--- config.mk ---
export PLATFORM = sky130hd
export DESIGN_NAME = evgen_timer
export DESIGN_NICKNAME = d
export VERILOG_FILES = /design/src/rtl/evgen_timer.sv
export SDC_FILE = /design/constraint.sdc
export NUM_CORES = 1
export LEC_CHECK = 0
export BUFFER_PORTS_ARGS = -buffer_cell sky130_fd_sc_hd__buf_2
export CORE_UTILIZATION = 30
export DETAILED_ROUTE_END_ITERATION = 7
export GPL_TIMING_DRIVEN = 1
export PLACE_DENSITY = 0.46
export SETUP_SLACK_MARGIN = 0.5
export SYNTH_ARGS = -nofsm -noshare
export SYNTH_HDL_FRONTEND = slang
export SYNTH_SLANG_ARGS = --single-unit
--- constraint.sdc ---
create_clock -name clk -period 7.55 [get_ports clk]
set_input_delay 0.3775 -clock clk [delete_from_list [all_inputs] [get_ports clk]]
set_output_delay 0.3775 -clock clk [all_outputs]
set_load 0.05 [all_outputs]
--- src/rtl/evgen_timer.sv ---
module evgen_timer #(
  parameter int CW = 16
) (
  input  logic          clk,
  input  logic          rst_n,
  input  logic          wr_en,
  input  logic [3:0]    wr_addr,
  input  logic [15:0]   wr_data,
  input  logic [3:0]    rd_addr,
  output logic [15:0]   rd_data,
  output logic          irq,
  output logic          dma_req
);
  localparam int NCH = 4;

  logic          run, arpe;
  logic [1:0]    mode;
  logic [NCH-1:0] chdir;
  logic [6:0]    ien, den;
  logic [6:0]    flags;
  logic [NCH-1:0] ovf;
  logic [CW-1:0] psc_sh, psc_act, psc_cnt;
  logic [CW-1:0] arr_sh, arr_act, cnt;
  logic          dir_up;
  logic [CW-1:0] ccr [NCH];
  logic [6:0]    eg_q;

  wire is_dn  = !mode[1] && mode[0];
  wire is_ctr = mode[1];
  wire tick   = run && (psc_cnt == psc_act);
  wire [CW-1:0] arr_eff = arpe ? arr_act : arr_sh;

  logic hw_upd;
  always_comb begin
    if (is_ctr)     hw_upd = tick && !dir_up && (cnt == '0);
    else if (is_dn) hw_upd = tick && (cnt == '0);
    else            hw_upd = tick && (cnt == arr_eff);
  end

  wire upd = eg_q[0] | hw_upd;

  logic [NCH-1:0] cc_set, ovf_set;
  for (genvar i = 0; i < NCH; i++) begin : g_ch
    assign cc_set[i]  = eg_q[i+1] | (tick && !chdir[i] && (cnt == ccr[i]));
    assign ovf_set[i] = eg_q[i+1] & chdir[i] & flags[i+1];

    always_ff @(posedge clk or negedge rst_n) begin
      if (!rst_n)                        ccr[i] <= '0;
      else if (eg_q[i+1] && chdir[i])    ccr[i] <= cnt;
      else if (wr_en && wr_addr == 4'(8 + i)) ccr[i] <= wr_data[CW-1:0];
    end
  end

  wire [6:0] flag_set = {eg_q[6], 1'b0, cc_set, upd};
  wire st_wr = wr_en && (wr_addr == 4'd3);
  wire [6:0]     flag_keep = st_wr ? wr_data[6:0]  : 7'h7F;
  wire [NCH-1:0] ovf_keep  = st_wr ? wr_data[12:9] : '1;

  always_ff @(posedge clk or negedge rst_n) begin
    if (!rst_n) begin
      run <= 1'b0; arpe <= 1'b0; mode <= '0; chdir <= '0;
      ien <= '0; den <= '0; psc_sh <= '0; arr_sh <= '0;
      flags <= '0; ovf <= '0; eg_q <= '0;
    end else begin
      flags <= (flags & flag_keep) | flag_set;
      ovf   <= (ovf & ovf_keep) | ovf_set;
      eg_q  <= (wr_en && wr_addr == 4'd4) ? (wr_data[6:0] & 7'h5F) : '0;
      if (wr_en) begin
        case (wr_addr)
          4'd0: begin run <= wr_data[0]; mode <= wr_data[2:1]; arpe <= wr_data[3]; end
          4'd1: chdir  <= wr_data[NCH-1:0];
          4'd2: begin ien <= wr_data[6:0]; den <= wr_data[14:8]; end
          4'd5: psc_sh <= wr_data[CW-1:0];
          4'd6: arr_sh <= wr_data[CW-1:0];
          default: ;
        endcase
      end
    end
  end

  always_ff @(posedge clk or negedge rst_n) begin
    if (!rst_n) begin
      cnt <= '0; psc_cnt <= '0; dir_up <= 1'b1;
      psc_act <= '0; arr_act <= '0;
    end else begin
      if (upd) begin
        psc_act <= psc_sh;
        arr_act <= arr_sh;
      end
      if (eg_q[0]) begin
        psc_cnt <= '0;
        cnt     <= is_dn ? arr_sh : '0;
        dir_up  <= 1'b1;
      end else if (tick) begin
        psc_cnt <= '0;
        if (is_ctr) begin
          if (dir_up) begin
            if (cnt == arr_eff) begin
              dir_up <= 1'b0;
              cnt    <= (arr_eff == '0) ? '0 : cnt - 1'b1;
            end else cnt <= cnt + 1'b1;
          end else begin
            if (cnt == '0) begin
              dir_up <= 1'b1;
              cnt    <= (arr_eff == '0) ? '0 : CW'(1);
            end else cnt <= cnt - 1'b1;
          end
        end else if (is_dn) begin
          cnt <= (cnt == '0) ? arr_sh : cnt - 1'b1;
        end else begin
          cnt <= (cnt == arr_eff) ? '0 : cnt + 1'b1;
        end
      end else if (run) begin
        psc_cnt <= psc_cnt + 1'b1;
      end
    end
  end

  always_comb begin
    rd_data = '0;
    case (rd_addr)
      4'd0:  rd_data = {12'd0, arpe, mode, run};
      4'd1:  rd_data = {12'd0, chdir};
      4'd2:  rd_data = {1'b0, den, 1'b0, ien};
      4'd3:  rd_data = {3'd0, ovf, 2'd0, flags};
      4'd5:  rd_data = 16'(psc_sh);
      4'd6:  rd_data = 16'(arr_sh);
      4'd7:  rd_data = 16'(cnt);
      4'd8:  rd_data = 16'(ccr[0]);
      4'd9:  rd_data = 16'(ccr[1]);
      4'd10: rd_data = 16'(ccr[2]);
      4'd11: rd_data = 16'(ccr[3]);
      default: rd_data = '0;
    endcase
  end

  assign irq     = |(flags & ien);
  assign dma_req = |(flags & den);
endmodule

==> out/results.tsv <==
stage	metric	value	unit
flow_run	timing.max_cap.violations	0	
clock_tree	cts_hold_buffers	1	
yosys	predominant_post_synthesis_flop_cell	sky130_fd_sc_hd__dfrtp_1	
yosys	synth.distinct_cells	72	
sta	fmax	251	MHz
power	power.switching	1.81	mW
floorplan	floorplan.initialDensity	30.7	%
sta	fin_crit	3980	ps
sta	worst_slew_pin_slew	1230	ps
power	power.leakage	6.10	nW
yosys	synth.yosys.seq_area_share	40.7	%
status	run_status	complete, no violations	
clock_tree	clkLatencyLatePin	450	ps
sta	worst_setup_slack_final	3570	ps
placed_design	routabilityCongestion	0.894	
layout	layout.cells.most_common	sky130_fd_sc_hd__dfrtp_1	
global_routing	grt.total_usage	23.1	%
setup_path	critPathLaunch	arpe$_DFFE_PN0P_	
drt	vias	10400	
sta	relSlewSlack	17.7	%
power	sequentialPowerShare	40.7	%
placed_design	io_buffers	44	
sta	setup_viol_count_final	0	
setup_path	cp-end-kind	flop	
yosys	ys_warn_count	0	
floorplan	core	40100	um^2
layout	n_fill_cell	4085	
sta	setup_tns	0	ps
placed_design	dp.final_hpwl	33600	um
global_routing	antenna_found_initial	1	
setup_path	ff_to_ff_end	psc_act[5]$_DFFE_PN0P_	
clock_tree	cts-resized-gates	0	
yosys	number_of_enable_type_register_cells_in_the_synthesized_netlist	0	
clock_tree	cts_setup_buffers	0	
setup_path	timing.critical_path.from_type	flop	
power	internal_power	2.41	mW
layout	final_cell_mix	sky130_fd_sc_hd__dfrtp_1 (199), sky130_fd_sc_hd__nor2_1 (115), sky130_fd_sc_hd__mux2i_1 (92), sky130_fd_sc_hd__nand2_1 (75)	
drt	final_antenna_net_count	0	
layout	finalNetCount	1304	
setup_path	critical_path.max_fanout	33	
global_routing	vias_in_the_first_global_route	10100	
layout	final_area	13700	um^2
power	p_sw_share	42.9	%
sta	drv_slew	0	
floorplan	placement_rows	73	
drt	routedWlPerCell	26.2	um
sta	fin_hold_ws	325	ps
placed_design	place_ws	3660	ps
clock_tree	tritoncts	built	
power	combinationalPowerShare	36.9	%
clock_tree	number_of_levels_in_the_clock_h_tree	4	
clock_tree	cts_inserted_buffers	17	
setup_path	cp_data_arrival_time	4310	ps
floorplan	dieArea	41800	um^2
setup_path	r2r-start	arpe$_DFFE_PN0P_	
sta	timing.clock.skew	13.0	ps
yosys	ys_ff_latch	200	
floorplan	die_height	205	um
sta	hold_violations	0	
setup_path	critPathCapture	psc_act[5]$_DFFE_PN0P_	
global_routing	gr-total-overflow	0	
yosys	syn-mean-instance-area	9.68	um^2
drt	drc	0	
yosys	syn-num-nets	1302	
yosys	syn_area	12300	um^2
yosys	ys_async_sr_fraction	100	%
setup_path	worst-r2r-setup-slack	3570	ps
setup_path	r2r.worst_path.cells	8	
setup_path	timing.critical_path.required	7890	ps
floorplan	chip_width	205	um
yosys	synthesis.instances	1271	
clock_tree	clockRootBuffer	sky130_fd_sc_hd__clkbuf_16	
sta	rsz0062_at_grt	false	
global_routing	global_route_wire_length_before_repair	70900	um
clock_tree	maximum_clock_path_buffer_count	2	
power	clkPwrFrac	22.4	%
sta	final_critical_path_share_of_the_clock_period	52.7	%
layout	layout-drive-gt1-share	16.6	%
power	worst_voltage_drop_across_the_vdd_grid	0.173	mV
setup_path	path_class	flop to flop	
placed_design	place_area	13100	um^2
layout	area.growth.synth_to_final	11.2	%
drt	avgViaCountPerCell	5.75	
clock_tree	clk_pin_slew	80	ps
power	power.density	308	nW/um^2
drt	routed_wirelength	47400	um
power	totalPowerFinal	4.21	mW
worst_hold_path	worst_hold_path_type	input pin to flop	
drt	detailedRoute.firstPassIterationCount	8	
drt	drt_iter0_drc	1065	
global_routing	largest_net_degree_at_the_start_of_global_routing	72	
floorplan	ioPinCount	45	
clock_tree	clock-sinks	200	
## per-stage QoR
stage	util [%]	cells
floorplan	-	1271
global placement	32.7	1778
detailed placement	32.7	1778
CTS	34.1	1811
global route	34.1	1811
finish	34.1	1812
## registers in the layout, indices dropped and copies added (netlist names)
register / flops
arpe: 1
psc_sh: 16
arr_sh: 16
dir_up: 1
ovf: 4
eg_q: 6
arr_act: 16
ien: 7
den: 7
psc_act: 16
ccr: 64
cnt: 16
run: 1
flags: 7
psc_cnt: 16
chdir: 4
mode: 2
## Yosys cell counts (9+ instances only)
master                       n  area share (%)
sky130_fd_sc_hd__mux2i_1    92             7.5
sky130_fd_sc_hd__nor2_1    115             3.5
sky130_fd_sc_hd__nand3_1    46             1.9
sky130_fd_sc_hd__dfrtp_1   199              40
sky130_fd_sc_hd__nand2_1    75             2.3
sky130_fd_sc_hd__nor3_1     32             1.3
sky130_fd_sc_hd__and2_1      9            0.46
sky130_fd_sc_hd__a22o_1     12            0.85
sky130_fd_sc_hd__mux2_4     29             3.5
sky130_fd_sc_hd__nor4_1     28             1.4
sky130_fd_sc_hd__clkbuf_1   76             2.3
sky130_fd_sc_hd__nand3b_1    9            0.55
sky130_fd_sc_hd__inv_1      13            0.40
sky130_fd_sc_hd__xor2_1     69             4.9
sky130_fd_sc_hd__a21oi_1    69             2.8
sky130_fd_sc_hd__a222oi_1   10            0.81
sky130_fd_sc_hd__mux2_2     57             5.2
sky130_fd_sc_hd__nand4_1    30             1.5
sky130_fd_sc_hd__nand2b_1   10            0.51
sky130_fd_sc_hd__a221oi_1   14             1.0
sky130_fd_sc_hd__buf_1      12            0.37
sky130_fd_sc_hd__o21ai_0    44             1.8
sky130_fd_sc_hd__a22oi_1    39             2.4
sky130_fd_sc_hd__xnor2_1    63             4.5
## cell type report
class | instances | area, um^2 | area share, %
Multi-Input combinational cell | 957 | 6880 | 50.2
Sequential cell | 200 | 5010 | 36.6
Clock inverter | 13 | 121 | 0.887
Clock buffer | 19 | 453 | 3.31
Timing Repair Buffer | 82 | 518 | 3.78
Tap cell | 525 | 657 | 4.80
Inverter | 15 | 56.3 | 0.411
Antenna cell | 1 | 2.50 | 0.0183
## power groups by stage
stage | Clock [mW] | Combinational, mW | Sequential [mW]
final | 0.943 | 1.55 | 1.72
after floorplan | 0 | 1.15 | 1.50
after global routing | 0.999 | 1.68 | 1.74
after CTS | 0.960 | 1.54 | 1.70
after global placement | 0 | 1.52 | 1.72
after detailed placement | 0 | 1.53 | 1.72
## cell families after synthesis
group | count (synthesis) | synth area share (%)
mux | 178 | 16.2
flops | 200 | 40.7
fa+ha+maj | 4 | 0.407
compound gates | 253 | 13.7
simple gates | 390 | 15.7
xor+xnor | 132 | 9.39
buf+inv | 114 | 3.86
## per-layer routing
metal / track usage (%) / vias to the layer above / share of wire (%)
met5: 0 / - / 0
met4: 6.74 / 0 / 2.6
met3: 3.04 / 69 / 6.6
met2: 35.8 / 484 / 46
met1: 33.3 / 5235 / 45
li1: - / 4624 / -
## critical path, stage by stage, from the launching register on
cell	delay, ps
sky130_fd_sc_hd__dfrtp_1	1090
sky130_fd_sc_hd__mux2i_1	350
sky130_fd_sc_hd__xor2_1	200
sky130_fd_sc_hd__nand4_1	210
sky130_fd_sc_hd__or4_1	920
sky130_fd_sc_hd__o21ai_2	310
sky130_fd_sc_hd__a21oi_4	70
sky130_fd_sc_hd__buf_4	320
sky130_fd_sc_hd__mux2_4	360
## how the worst min path moves through the flow
| stage | from | to | slack (ps) | cells past startpoint |
|---|---|---|---|---|
| global placement | rst_n | cnt[14]$_DFFE_PN0P_ | 360 | 1 |
| finish | wr_data[7] | arr_sh[7]$_DFFE_PN0P_ | 330 | 2 |
| detailed placement | rst_n | cnt[2]$_DFFE_PN0P_ | 360 | 1 |
| floorplan | rst_n | arpe$_DFFE_PN0P_ | 80 | 0 |
| global route | wr_data[4] | eg_q[4]$_DFF_PN0_ | 320 | 2 |
| CTS | wr_data[4] | eg_q[4]$_DFF_PN0_ | 320 | 2 |
Power figures use the tool's default switching activity.
